<file path="src/rtl/pal_mc_pkg.sv">
package pal_mc_pkg;
  typedef enum logic [2:0] {
    CM_BAD,
    CM_REG,
    CM_CIO_R,
    CM_COUT,
    CM_DIN,
    CM_CIO
  } cell_mode_e;
endpackage

</file>
<file path="src/rtl/mc_decode.sv">
module mc_decode
  import pal_mc_pkg::*;
(
  input  logic       sg0,
  input  logic       sg1,
  input  logic       sl0,
  output cell_mode_e mode
);
  always_comb begin
    case ({sg0, sg1, sl0})
      3'b010:  mode = CM_REG;
      3'b011:  mode = CM_CIO_R;
      3'b100:  mode = CM_COUT;
      3'b101:  mode = CM_DIN;
      3'b111:  mode = CM_CIO;
      default: mode = CM_BAD;
    endcase
  end
endmodule

</file>
<file path="src/rtl/mc_sum.sv">
module mc_sum #(
  parameter int NUM_TERMS = 8
) (
  input  logic [NUM_TERMS-1:0] pterm,
  input  logic                 use_all,
  input  logic                 sl1,
  output logic                 xr
);
  localparam int UPPER = NUM_TERMS - 1;
  logic sum;

  always_comb begin
    if (use_all) sum = |pterm;
    else         sum = |pterm[UPPER:1];
    xr = sum ^ sl1;
  end
endmodule

</file>
<file path="src/rtl/mc_rst_sync.sv">
module mc_rst_sync #(
  parameter int STAGES = 2
) (
  input  logic clk,
  input  logic rst_n,
  output logic rst_sn
);
  logic [STAGES-1:0] sr;
  logic [STAGES-1:0] sr_nxt;

  always_comb sr_nxt = {sr[STAGES-2:0], 1'b1};

  always_ff @(posedge clk or negedge rst_n) begin
    if (!rst_n) sr <= '0;
    else        sr <= sr_nxt;
  end

  assign rst_sn = sr[STAGES-1];
endmodule

</file>
<file path="src/rtl/mc_reg.sv">
module mc_reg (
  input  logic clk,
  input  logic rst_sn,
  input  logic d,
  input  logic pre_en,
  input  logic pre_d,
  output logic q
);
  logic q_nxt;

  always_comb begin
    if (pre_en) q_nxt = pre_d;
    else        q_nxt = d;
  end

  always_ff @(posedge clk or negedge rst_sn) begin
    if (!rst_sn) q <= 1'b0;
    else         q <= q_nxt;
  end

  assert_preload_R7: assert property (@(posedge clk) disable iff (!rst_sn)
    pre_en |=> (q == $past(pre_d)));

  assert_capture_R1: assert property (@(posedge clk) disable iff (!rst_sn)
    !pre_en |=> (q == $past(d)));
endmodule

</file>
<file path="src/rtl/pal_macrocell.sv">
module pal_macrocell
  import pal_mc_pkg::*;
#(
  parameter int NUM_TERMS   = 8,
  parameter bit END_CELL    = 1'b0,
  parameter int SYNC_STAGES = 2
) (
  input  logic                 clk,
  input  logic                 rst_n,
  input  logic [NUM_TERMS-1:0] pterm,
  input  logic                 oe_glob,
  input  logic                 pad_in,
  input  logic                 adj_in,
  input  logic                 sg0,
  input  logic                 sg1,
  input  logic                 sl0,
  input  logic                 sl1,
  input  logic                 pre_en,
  input  logic                 pre_d,
  output logic                 pin_out,
  output logic                 pin_oe,
  output logic                 fb_out,
  output logic                 cfg_bad
);
  cell_mode_e mode;
  logic       use_all;
  logic       xr;
  logic       q;
  logic       rst_sn;
  logic       fb_cout;
  logic       fb_cio;

  mc_decode u_dec (.sg0(sg0), .sg1(sg1), .sl0(sl0), .mode(mode));

  // the enable term leaves the sum only in the two I/O modes
  assign use_all = (mode != CM_CIO_R) && (mode != CM_CIO);

  mc_sum #(.NUM_TERMS(NUM_TERMS)) u_sum (
    .pterm(pterm), .use_all(use_all), .sl1(sl1), .xr(xr)
  );

  mc_rst_sync #(.STAGES(SYNC_STAGES)) u_rsync (
    .clk(clk), .rst_n(rst_n), .rst_sn(rst_sn)
  );

  mc_reg u_reg (
    .clk(clk), .rst_sn(rst_sn), .d(xr),
    .pre_en(pre_en), .pre_d(pre_d), .q(q)
  );

  // end cells steer their feedback select with the other global bit
  if (END_CELL) begin : g_end
    assign fb_cout = 1'b0;
    assign fb_cio  = adj_in;
  end else begin : g_mid
    assign fb_cout = pad_in;
    assign fb_cio  = pad_in;
  end

  always_comb begin
    pin_out = 1'b0;
    pin_oe  = 1'b0;
    fb_out  = 1'b0;
    cfg_bad = 1'b0;
    case (mode)
      CM_REG: begin
        pin_out = q;
        pin_oe  = oe_glob;
        fb_out  = q;
      end
      CM_CIO_R: begin
        pin_out = xr;
        pin_oe  = pterm[0];
        fb_out  = pad_in;
      end
      CM_COUT: begin
        pin_out = xr;
        pin_oe  = 1'b1;
        fb_out  = fb_cout;
      end
      CM_DIN: begin
        fb_out  = adj_in;
      end
      CM_CIO: begin
        pin_out = xr;
        pin_oe  = pterm[0];
        fb_out  = fb_cio;
      end
      default: cfg_bad = 1'b1;
    endcase
  end

  assert_bad_quiet_R10: assert property (@(posedge clk) disable iff (!rst_n)
    cfg_bad |-> (!pin_oe && !fb_out && !pin_out));

  assert_reg_loop_R1: assert property (@(posedge clk) disable iff (!rst_n)
    (mode == CM_REG) |-> (pin_out == fb_out));

  assert_din_off_R4: assert property (@(posedge clk) disable iff (!rst_n)
    (mode == CM_DIN) |-> (!pin_oe && !pin_out && !cfg_bad));

  assert_io_enable_R5: assert property (@(posedge clk) disable iff (!rst_n)
    ((mode == CM_CIO) || (mode == CM_CIO_R)) |-> (pin_oe == pterm[0]));
endmodule

</file>
<file path="config.mk">
export PLATFORM = sky130hd
export DESIGN_NAME = pal_macrocell
export DESIGN_NICKNAME = d
export VERILOG_FILES = /design/src/rtl/pal_mc_pkg.sv /design/src/rtl/mc_decode.sv /design/src/rtl/mc_sum.sv /design/src/rtl/mc_rst_sync.sv /design/src/rtl/mc_reg.sv /design/src/rtl/pal_macrocell.sv
export SDC_FILE = /design/constraint.sdc
export NUM_CORES = 1
export LEC_CHECK = 0
export ABC_CLOCK_PERIOD_IN_PS = 2400
export BUFFER_PORTS_ARGS = -buffer_cell sky130_fd_sc_hd__buf_2
export CAP_MARGIN = 20
export CELL_PAD_IN_SITES_DETAIL_PLACEMENT = 1
export CELL_PAD_IN_SITES_GLOBAL_PLACEMENT = 1
export CORE_MARGIN = 2
export CORE_UTILIZATION = 25
export DETAILED_ROUTE_END_ITERATION = 16
export GPL_TIMING_DRIVEN = 0
export PLACE_DENSITY_LB_ADDON = 0.12
export RECOVER_POWER = 25
export SYNTH_ARGS = -nofsm -noshare
export SYNTH_HDL_FRONTEND = slang
export SYNTH_HIERARCHICAL = 1
export SYNTH_SLANG_ARGS = --single-unit
</file>
<file path="constraint.sdc">
create_clock -name clk -period 2.4 [get_ports clk]
set_input_delay 0.36 -clock clk [delete_from_list [all_inputs] [get_ports clk]]
set_output_delay 0.36 -clock clk [all_outputs]
set_load 0.01 [all_outputs]
</file>
Word level (Yosys, flattened, before mapping)
Index checks and enable logic that the tools add are counted.
{"block": "word_totals", "regBits": 3, "latchBits": 0, "ramBits": 0, "mem_bits_ro": 0, "input_bits": 19, "word_cells": 28, "mem_count": 0}
{"block": "op_classes", "addsub": 0, "mul": 0, "n_div": 0, "order_cmp": 0, "n_eq_ne": 12, "shift": 0, "n_mux": 7, "bitwise_logic": 1, "n_reduce_logical": 6}
{"cell": "$eq 3x3->1 const B", "count": 5}
{"cell": "$pmux 3 s5", "count": 1}
{"cell": "$eq 3x2->1 const B", "count": 4}
{"cell": "$reduce_or 8->1", "count": 1}
{"cell": "$reduce_or 7->1", "count": 1}
{"cell": "$pmux 1 s3", "count": 2}
{"cell": "$reduce_or 5->1", "count": 1}
{"cell": "$eq 3x1->1 const B", "count": 1}
{"cell": "$mux 1", "count": 3}
{"cell": "$ne 3x2->1 const B", "count": 1}
{"cell": "$ne 3x3->1 const B", "count": 1}
{"cell": "$reduce_or 3->1", "count": 1}
{"cell": "$pmux 1 s2", "count": 1}
{"cell": "$reduce_or 2->1", "count": 1}
{"cell": "$logic_and 1x1->1", "count": 1}
{"cell": "$xor 1x1->1", "count": 1}

Longest topological paths before layout
Gate-level depths: netlist (run 1).
{"block": "logic_depth", "word_depth": 7, "depth_mapped": 10, "ltp_nobuf": 9}

Cells and area by module
The synthesis (run 1) kept the hierarchy.
{"mod": "pal_macrocell", "instances": 1, "cells_per_inst": 19, "area_per_inst_um2": 152.6}
{"mod": "mc_rst_sync", "instances": 1, "cells_per_inst": 3, "area_per_inst_um2": 53.8}
{"mod": "mc_decode", "instances": 1, "cells_per_inst": 7, "area_per_inst_um2": 42.5}
{"mod": "mc_reg", "instances": 1, "cells_per_inst": 2, "area_per_inst_um2": 40.0}
{"mod": "mc_sum", "instances": 1, "cells_per_inst": 5, "area_per_inst_um2": 35.0}

Worst setup path after synthesis (run 1)
OpenSTA, ideal clock, no wires.
{"block": "synth_path", "kind": "input port to output port", "start": "input port sg1", "end": "output port pin_out", "arrival_time_ns": 1.671, "required_time_ns": 2.040, "path_slack_ns": 0.369, "cell_stages": 10, "path_buffers": 1, "path_cell_list": "nand2b_1 -> o22ai_1 -> buf_6 -> nor3b_1 -> a21oi_1 -> nand2_1 -> nand3_1 -> xor2_1 -> mux2i_1 -> o21ai_1"}
{"block": "synth_via", "elab_chain_cells": 7}
{"item": "from (decl)", "line_no": "pal_macrocell.sv:15", "text": "input logic sg1,"}
{"item": "$eq 3x3->1 or $eq 3x2->1 (tied branches)", "line_no": "mc_decode.sv:10", "text": "case ({sg0, sg1, sl0})"}
{"item": "$pmux 3 s5 (*)", "line_no": "mc_decode.sv:10"}
{"item": "net mode[1]", "line_no": "pal_macrocell.sv:25", "text": "cell_mode_e mode;"}
{"item": "$ne 3x2->1 or $ne 3x3->1 (tied branches)", "line_no": "pal_macrocell.sv:36", "text": "assign use_all = (mode != CM_CIO_R) && (mode != CM_CIO);"}
{"item": "$logic_and 1x1->1 (*)", "line_no": "pal_macrocell.sv:36"}
{"item": "net use_all", "line_no": "pal_macrocell.sv:26", "text": "logic use_all;"}
{"item": "$mux 1 (*)", "line_no": "mc_sum.sv:13", "text": "if (use_all) sum = |pterm;"}
{"item": "$xor 1x1->1 (*)", "line_no": "mc_sum.sv:15", "text": "xr = sum ^ sl1;"}
{"item": "net xr", "line_no": "pal_macrocell.sv:27", "text": "logic xr;"}
{"item": "$pmux 1 s2 (*)", "line_no": "pal_macrocell.sv:65", "text": "case (mode)"}
{"item": "to (decl)", "line_no": "pal_macrocell.sv:20", "text": "output logic pin_out,"}
The timed path passes the listed nets; every way through them passes the cells marked *.

Final worst setup path (run 1)
{"block": "layout_path", "start": "input port sg0", "end": "output port pin_out"}
{"block": "layout_via", "elab_chain_cells": 7}
{"item": "from (decl)", "line_no": "pal_macrocell.sv:14", "text": "input logic sg0,"}
{"item": "$eq 3x3->1 or $eq 3x2->1 (tied branches)", "line_no": "mc_decode.sv:10"}
{"item": "$pmux 3 s5 (*)", "line_no": "mc_decode.sv:10"}
{"item": "net mode[0]", "line_no": "pal_macrocell.sv:25"}
{"item": "$ne 3x2->1 or $ne 3x3->1 (tied branches)", "line_no": "pal_macrocell.sv:36"}
{"item": "$logic_and 1x1->1 (*)", "line_no": "pal_macrocell.sv:36"}
{"item": "net use_all", "line_no": "pal_macrocell.sv:26"}
{"item": "$mux 1 (*)", "line_no": "mc_sum.sv:13"}
{"item": "$xor 1x1->1 (*)", "line_no": "mc_sum.sv:15"}
{"item": "net xr", "line_no": "pal_macrocell.sv:27"}
{"item": "$pmux 1 s2 (*)", "line_no": "pal_macrocell.sv:65"}
Marks and branches as above.

==> reports/qor.txt, run 1 <==
Seq/Total Area, Yosys = 23.17%
Leak = 0.2776 nW
share of layout cells above drive strength 1 = 63.77%
CP top delay family = compound AO/OA/AOI/OAI gates
# port buffers = 22
VDD IR max = 0.2730 mV
WP data required = 2.04 ns
final hold violations = 0
pin count of the biggest net entering global routing = 11
worst setup margin = 0.1758 ns
GRT Util Overall = 12.50%
fin crit period = 2.224 ns
via count = 389
CP max FO = 6
total gr overflow = 0
Die Span X = 40.01 um
clock sink count = 3
DP Area = 451.7 um^2
FF-to-FF End = u_rsync/sr[1]
combinational power share = 39.5%
slowest library cell on the worst path = o21ai_2
number of global-route vias before repair = 337
slowest stage delay, CP = 0.30 ns
CP Launch Type = primary input
MaxCap Viol Count = 0
Nets = 89
#FFs+latches synth = 3
Layout Skew = 0.0007255 ns
routability cong. = 0.6568
Core ar. = 0.001156 mm^2
sw power = 70.47 uW
Remaining DRCs = 0
Routed WL per cell = 11.63 um
Worst Path Buf+Inv = 2
antenna-violating nets left = 0
Post-Syn Nets = 55
clock buffer depth = 2
run status = complete, no violations
CP Class = in -> out
# setup viols final = 0
CP cell instances = buf_4, xnor2_1, o21ai_2, nor3b_2, a21oi_1, nand2_1, nand3_2, xor2_2, mux2i_1, o21ai_1, buf_2
root buf cell = clkbuf_4
flop2flop setup slack = 1.93 ns
worst slack, placed = -0.03197 ns
chip height = 40.01 um
CTS tree = done
pwr/cell area = 408.8 mW/mm^2
number of diodes = 0
initial antenna violation count = 0
fin crit share = 92.68%
Sum Neg Setup Slack = 0 ns
Ys Warns = 6
reg2reg start = u_rsync/sr[0]
P_int = 169.4 uW
worst min-delay path category = reg -> async
Synth Cell Area = 324.1 um^2
Slew Limit Fails = 0
Max H-tree Level = 1
crit path DAT = 1.86 ns
Flop pwr share = 23.0%
Cells after Synth = 36
Starting Density = 28.03%
design area = 586.8 um^2
clock share of power = 37.6%
maximum clock rate = 449.6 MHz
Reg clk slew, reported paths = 0.04 ns
worst skew pair latency = 0.23 ns
Net Sw Frac = 29.38%
Area growth syn-to-layout = 81.08%
num ports = 23
wire length of the first global-routing pass = 1311 um
FP Rows = 12
Yosys cell types = 25
Syn Area/Cell = 9.002 um^2
cells on worst reg2reg path = 0
endpoint class of the critical path = output pin
routed wire length = 965 um
DIE AREA = 0.001600 mm^2
detailed placement HPWL = 644.2 um
First-pass DRT Iterations = 2
total power = 239.9 uW
number of clock buffers inserted by TritonCTS = 3
# fillers = 146
DR iter-0 viols = 4
Via-to-Cell Ratio = 4.687
[flip-flops by register name, summed over array words and instances, names as in the netlist]
signal	flops
u_reg/q	1
u_rsync/sr	2
[worst max path at each step]
stage	startpoint	to	slack (ns)	cells after the start
floorplan	sg1	pin_out	0.37	10
global placement	sg1	pin_out	-0.02	12
detailed placement	sg1	pin_out	-0.03	12
CTS	sg1	pin_out	0.004	12
global route	sg0	pin_out	-0.03	11
finish	sg0	pin_out	0.18	11
[stage by stage]
step,cells,utilization [%],hold WS (ns)
finish,83,50.76,0.006172
CTS,77,42.86,0.007435
global placement,72,39.07,0.0009075
floorplan,36,-,-0.005663
detailed placement,72,39.07,0.004167
global route,83,50.76,0.01275
[routing by layer]
metal / track usage, % / vias up / routed length (um)
li1: - / 199 / -
met1: 12.50 / 179 / 375
met2: 23.79 / 11 / 546
met3: 3.333 / 0 / 43
met4: 5.172 / 0 / 0
met5: 0 / - / 0
[repair_timing]
| item | in CTS | in global routing |
|---|---|---|
| resized for setup | 1 | 12 |
| buffers inserted | 0 | 6 |
| hold buffers | 1 | 0 |
| pin swaps | 0 | 6 |
| endpoints found under the hold margin | 2 | 0 |
| endpoints found under the setup margin | 1 | 1 |
| gates cloned | 0 | 0 |
[cells in the final DEF (no fill, tap or decap), drive strengths merged, types with 2 or more instances in the layout]
master	synthesis	final
o21ai	3	3
nand3b	3	3
mux2i	2	2
o211ai	2	2
buf	2	30
nand2	2	2
nor3	2	2
nand3	2	2
clkbuf	0	4
dfrtp	3	3
nand2b	2	2
[layout make-up]
cell class	instances	area (um^2)	area share (%)
multi-input cells	31	272.8	46.48
well taps	14	17.52	2.985
repair buffers	29	172.7	29.42
clock buffers	4	26.28	4.478
flip-flops and latches	3	75.07	12.79
plain buffers	2	22.52	3.838
[power groups by stage]
stage / combinational [mW] / clock, mW / sequential, mW
finish: 0.0947 / 0.0901 / 0.0551
detailed placement: 0.0723 / 0 / 0.0557
CTS: 0.0745 / 0.0959 / 0.0551
floorplan: 0.0416 / 0 / 0.0554
global placement: 0.0714 / 0 / 0.0557
global route: 0.104 / 0.0987 / 0.0554
[logic make-up after synthesis]
group	share of synthesized area [%]
simple gates	35.91
compound gates	16.60
xor+xnor	5.406
other cells	1.157
buf+inv	6.949
mux	10.81
flops	23.17
[cells in the mapped netlist, drive strengths merged]
| library cell | count | area [um^2] |
|---|---|---|
| a21o | 1 | 7.510 |
| a21oi | 1 | 5.000 |
| and2 | 1 | 7.510 |
| buf | 2 | 22.52 |
| conb | 1 | 3.750 |
| dfrtp | 3 | 75.07 |
| mux2 | 1 | 15.01 |
| mux2i | 2 | 20.02 |
| nand2 | 2 | 7.510 |
| nand2b | 2 | 12.51 |
| nand3 | 2 | 10.01 |
| nand3b | 3 | 22.52 |
| nand4b | 1 | 8.760 |
| nand4bb | 1 | 11.26 |
| nor2b | 1 | 6.260 |
| nor3 | 2 | 10.01 |
| nor3b | 1 | 7.510 |
| nor4 | 1 | 12.51 |
| o211ai | 2 | 20.02 |
| o21ai | 3 | 15.01 |
| o22ai | 1 | 6.260 |
| xnor2 | 1 | 8.760 |
| xor2 | 1 | 8.760 |
(Power assumes the default switching activity.)
==> run 2: changes to the inputs <==
--- a/config.mk
+++ b/config.mk
@@ -10,13 +10,12 @@
 export CAP_MARGIN = 20
 export CELL_PAD_IN_SITES_DETAIL_PLACEMENT = 1
 export CELL_PAD_IN_SITES_GLOBAL_PLACEMENT = 1
-export CORE_MARGIN = 2
-export CORE_UTILIZATION = 25
+export CORE_AREA = 2 2 39 41
 export DETAILED_ROUTE_END_ITERATION = 16
+export DIE_AREA = 0 0 41 43
 export GPL_TIMING_DRIVEN = 0
-export PLACE_DENSITY_LB_ADDON = 0.12
+export PLACE_DENSITY_LB_ADDON = 0.1
 export RECOVER_POWER = 25
 export SYNTH_ARGS = -nofsm -noshare
 export SYNTH_HDL_FRONTEND = slang
-export SYNTH_HIERARCHICAL = 1
 export SYNTH_SLANG_ARGS = --single-unit
==> reports/qor.txt, run 2 <==
number of clock buffers inserted by TritonCTS = 3
clock buffer depth = 2
number of synthesized flops with an enable pin = 0
commonest non-fill, non-tap cell in the layout = buf_2
number of diodes = 0
Via-to-Cell Ratio = 4.343
Routed WL per cell = 9.829 um
post_cts resized = 0
VDD IR max = 0.3878 mV
cell taking the most area after synthesis = dfrtp_1
most frequent cells in the layout = 20 x buf_2, 4 x nand2_1
fin crit period = 2.116 ns
Cells after Synth = 27
Area growth syn-to-layout = 73.51%
synth top area cells = dfrtp_1 32%, mux2i_1 8.6%, nand2b_1 8.1%, nand2_1 6.5%, o21a_1 6.5%
Post-Syn Nets = 46
Leak = 0.1941 nW
wire length of the first global-routing pass = 1166 um
First-pass DRT Iterations = 4
Sum Neg Setup Slack = 0 ns
clock sink count = 3
root buf cell = clkbuf_4
Main synth FF type = dfrtp_1
worst slack, placed = 0.2895 ns
Net Sw Frac = 24.99%
Layout Skew = 0.006803 ns
num ports = 23
chip height = 43 um
Post-synth top cells = 4 x nand2_1, 3 x dfrtp_1, 3 x nand2b_1
Largest regs = u_rsync.sr x2, u_reg.q x1
Seq/Total Area, Yosys = 32.43%
#FFs+latches synth = 3
fraction of registers with async set/reset = 100.0%
worst min-delay path category = in -> reg
pwr/cell area = 468.8 mW/mm^2
# setup viols final = 0
crit-path most repeated cell = buf_2
CP Class = in -> out
Post-CTS Setup Repair Bufs = 0
routability cong. = 0.5509
Flop pwr share = 29.0%
via count = 304
Ys Warns = 0
sw power = 47.05 uW
CTS tree = done
combinational power share = 24.6%
total power = 188.3 uW
Largest Register = u_rsync.sr
detailed placement HPWL = 595.6 um
Reg clk slew, reported paths = 0.04 ns
FP Rows = 14
# fillers = 178
Crit. Startpoint = pterm[1]
run status = complete, no violations
Yosys cell types = 17
cells on worst reg2reg path = 1
crit path DAT = 1.76 ns
Die Span X = 41 um
CP Launch Type = primary input
total gr overflow = 0
final hold slack = 0.3275 ns
number of global-route vias before repair = 306
slowest stage delay, CP = 0.53 ns
Nets = 74
Synth top area share = 32.43%
Synth Cell Area = 231.5 um^2
pin count of the biggest net entering global routing = 10
slowest library cell on the worst path = or4_4
Max H-tree Level = 1
max reg flops = 2
# port buffers = 21
HP Start = pre_en
clock share of power = 46.4%
Slew Limit Fails = 0
WP data required = 2.04 ns
fin crit share = 88.17%
DR iter-0 viols = 2
maximum clock rate = 472.6 MHz
Hold Path Depth = 2
Starting Density = 16.73%
worst setup margin = 0.2838 ns
cts hold-fix bufs = 2
GRT Util Overall = 9.839%
MaxCap Viol Count = 0
reg2reg start = u_rsync.sr[1]
routed wire length = 688 um
Core ar. = 0.001384 mm^2
Syn Area/Cell = 8.573 um^2
worst skew pair latency = 0.23 ns
Remaining DRCs = 0
antenna-violating nets left = 0
CP max FO = 2
RSZ-0062 raised after global routing = no
endpoint class of the critical path = output pin
final hold violations = 0
DIE AREA = 0.001763 mm^2
count leader, synth = nand2_1
CP cell instances = buf_2, or4_4, o31a_1, o32ai_1, buf_2
share of layout cells above drive strength 1 = 44.44%
initial antenna violation count = 0
P_int = 141.2 uW
[run 2: layout make-up]
class | instances | area (um^2) | area share, %
multi-input combinational | 23 | 152.6 | 38.01
timing repair buffer | 23 | 123.9 | 30.84
sequential | 3 | 75.07 | 18.69
clock buffer | 4 | 26.28 | 6.542
tap | 16 | 20.02 | 4.984
buffer | 1 | 3.754 | 0.9346
[run 2: final timing paths]
kind / to / slack, ns
max: pin_out / 0.28
min: u_reg.q / 0.33
max reg2reg: u_reg.q / 1.77
min reg2reg: u_rsync.sr[1] / 0.35
max in group asynchronous: u_reg.q / 1.77
min in group asynchronous: u_rsync.sr[1] / 0.45
[run 2: logic make-up (layout without fill, tap and decap cells)]
family                 after synthesis  count (layout)  share of synthesized area (%)
AND/OR/NAND/NOR                     11              11                          27.03
AO/OA/AOI/OAI                        9               9                          28.65
flip-flops                           3               3                          32.43
multiplexers                         2               2                          8.649
other                                1               1                          1.620
buffers and inverters                1              28                          1.620
[run 2: through the flow]
stage          std cells  area, um^2  utilization (%)
2_1_floorplan         27       231.5                -
3_3_place_gp          64       356.6            25.77
3_5_place_dp          64       356.6            25.77
4_1_cts               70       402.9            29.11
5_1_grt               70       401.6            29.02
6_report              70       401.6            29.02
[run 2: worst max-delay path, delay by kind of cell]
family          cells  cell delay [ns]
compound gates      2             0.60
buf+inv             2             0.27
simple gates        1             0.53
[run 2: power by group through the flow]
stage / Sequential [mW] / Clock [mW] / Combinational, mW
after floorplan: 0.0551 / 0 / 0.0204
after global placement: 0.0553 / 0 / 0.0429
after detailed placement: 0.0554 / 0 / 0.0447
after CTS: 0.0546 / 0.0908 / 0.0474
after global routing: 0.0549 / 0.0994 / 0.0534
final: 0.0546 / 0.0874 / 0.0463
[run 2: per-layer routing]
layer | vias to the layer above | part of all wire [%] | GRT usage (%)
li1 | 155 | - | -
met1 | 133 | 42 | 9.646
met2 | 16 | 48 | 16.56
met3 | 0 | 9.6 | 6.283
met4 | 0 | 0 | 2.000
met5 | - | 0 | 0
==> run 3: changes to the inputs <==
--- a/config.mk
+++ b/config.mk
@@ -11,6 +11,7 @@
 export CELL_PAD_IN_SITES_DETAIL_PLACEMENT = 1
 export CELL_PAD_IN_SITES_GLOBAL_PLACEMENT = 1
 export CORE_AREA = 2 2 39 41
+export CTS_BUF_LIST = sky130_fd_sc_hd__clkbuf_2 sky130_fd_sc_hd__clkbuf_4 sky130_fd_sc_hd__clkbuf_8
 export DETAILED_ROUTE_END_ITERATION = 16
 export DIE_AREA = 0 0 41 43
 export GPL_TIMING_DRIVEN = 0
==> reports/qor.txt, run 3 (synthesis gave the netlist of run 2 again) <==
M1 wire length = 288 um
commonest non-fill, non-tap cell in the layout = buf_2
Crit. Startpoint = pterm[1]
pin count of the biggest net entering global routing = 10
clock sink count = 3
share of layout cells above drive strength 1 = 46.30%
Via-to-Cell Ratio = 4.343
crit path DAT = 1.76 ns
DP Area = 356.6 um^2
chip height = 43 um
run status = complete, no violations
maximum clock rate = 472.6 MHz
crit path to = pin_out
DIE AREA = 0.001763 mm^2
clock buffer depth = 2
worst skew pair latency = 0.23 ns
MaxCap Viol Count = 0
Largest Register = u_rsync.sr
worst min-delay path category = in -> reg
FP Rows = 14
CTS tree = done
Remaining DRCs = 0
Largest regs = u_rsync.sr x2, u_reg.q x1
number of global-route vias before repair = 306
Reg clk slew, reported paths = 0.04 ns
fin crit share = 88.17%
antenna-violating nets left = 0
CP Class = in -> out
metal3 WL = 66 um
wire length of the first global-routing pass = 1166 um
number of clock buffers inserted by TritonCTS = 3
top layer in use = met3
detailed placement HPWL = 595.6 um
pwr/cell area = 492.2 mW/mm^2
Area growth syn-to-layout = 75.14%
final hold violations = 0
Routed WL per cell = 9.857 um
max reg flops = 2
CP max FO = 2
initial antenna violation count = 0
CP Launch Type = primary input
FF-to-FF End = u_reg.q
via count = 304
DR iter-0 viols = 2
Leak = 0.1975 nW
design area = 405.4 um^2
Starting Density = 16.73%
reg2reg start = u_rsync.sr[1]
met2 routed WL = 335 um
WP data required = 2.04 ns
most frequent cells in the layout = 20 x buf_2, 4 x nand2_1, 4 x clkbuf_4
# setup viols final = 0
First-pass DRT Iterations = 4
Layout Skew = 0.005955 ns
# port buffers = 21
routability cong. = 0.5509
Slew Limit Fails = 0
Sum Neg Setup Slack = 0 ns
# fillers = 179
number of diodes = 0
post_cts resized = 0
Core ar. = 0.001384 mm^2
GRT Util Overall = 9.839%
Die Span X = 41 um
routed wire length = 690 um
cells on worst reg2reg path = 1
endpoint class of the critical path = output pin
Nets = 74
VDD IR max = 0.3919 mV
total gr overflow = 0
RSZ-0062 raised after global routing = no
flop2flop setup slack = 1.77 ns
Max H-tree Level = 1
num ports = 23
root buf cell = clkbuf_4
fin crit period = 2.116 ns
-- run 3: area by class of cell --
cell class / instances / area, um^2 / area share [%]
multi-input combinational: 23 / 152.6 / 37.65
sequential: 3 / 75.07 / 18.52
tap: 16 / 20.02 / 4.938
timing repair buffer: 23 / 123.9 / 30.56
clock buffer: 4 / 30.03 / 7.407
buffer: 1 / 3.754 / 0.9259
-- run 3: where the power goes --
group	internal [mW]	switching, mW	total [mW]	leakage, nW
combinational	0.0251	0.0211	0.0462	0.144
clock	0.0735	0.0252	0.0987	0.0184
sequential	0.0539	0.000720	0.0546	0.0353
total	0.152	0.0471	0.200	0.197
-- run 3: timing repair --
action | in CTS | in global routing
hold buffers | 2 | 0
setup buffers | 0 | 0
hold endpoints to repair | 3 | 0
-- run 3: through the flow --
| stage | std cells | hold WS (ns) | util, % | setup WS (ns) | total power [mW] |
|---|---|---|---|---|---|
| after global placement | 64 | -0.003244 | 25.77 | 0.2839 | 0.09819 |
| final | 70 | 0.3272 | 29.29 | 0.2838 | 0.1996 |
| after floorplan | 27 | -0.005663 | - | 0.4456 | 0.07551 |
| after global routing | 70 | 0.3358 | 29.29 | 0.1847 | 0.2186 |
| after detailed placement | 64 | -0.0002295 | 25.77 | 0.2895 | 0.1001 |
| after CTS | 70 | 0.3280 | 29.39 | 0.2791 | 0.2052 |
-- run 3: worst max-delay path, cell delays in order --
cell and delay, ns:
buf_2 0.09, or4_4 0.53, o31a_1 0.33, o32ai_1 0.27
buf_2 0.18
-- run 3: per-layer routing --
layer  GRT usage [%]  vias to the layer above
li1                -                      155
met1           9.646                      133
met2           16.56                       16
met3           6.283                        0
met4           2.000                        0
met5               0                        -
-- run 3: worst min path at each step --
stage,from,end,slack [ns],cells after the start
CTS,pre_en,u_reg.q,0.33,2
global placement,u_rsync.sr[1],u_reg.q,-0.003,0
floorplan,u_rsync.sr[1],u_reg.q,-0.006,0
finish,pre_en,u_reg.q,0.33,2
detailed placement,u_rsync.sr[1],u_reg.q,-0.0002,0
global route,pre_en,u_reg.q,0.34,2
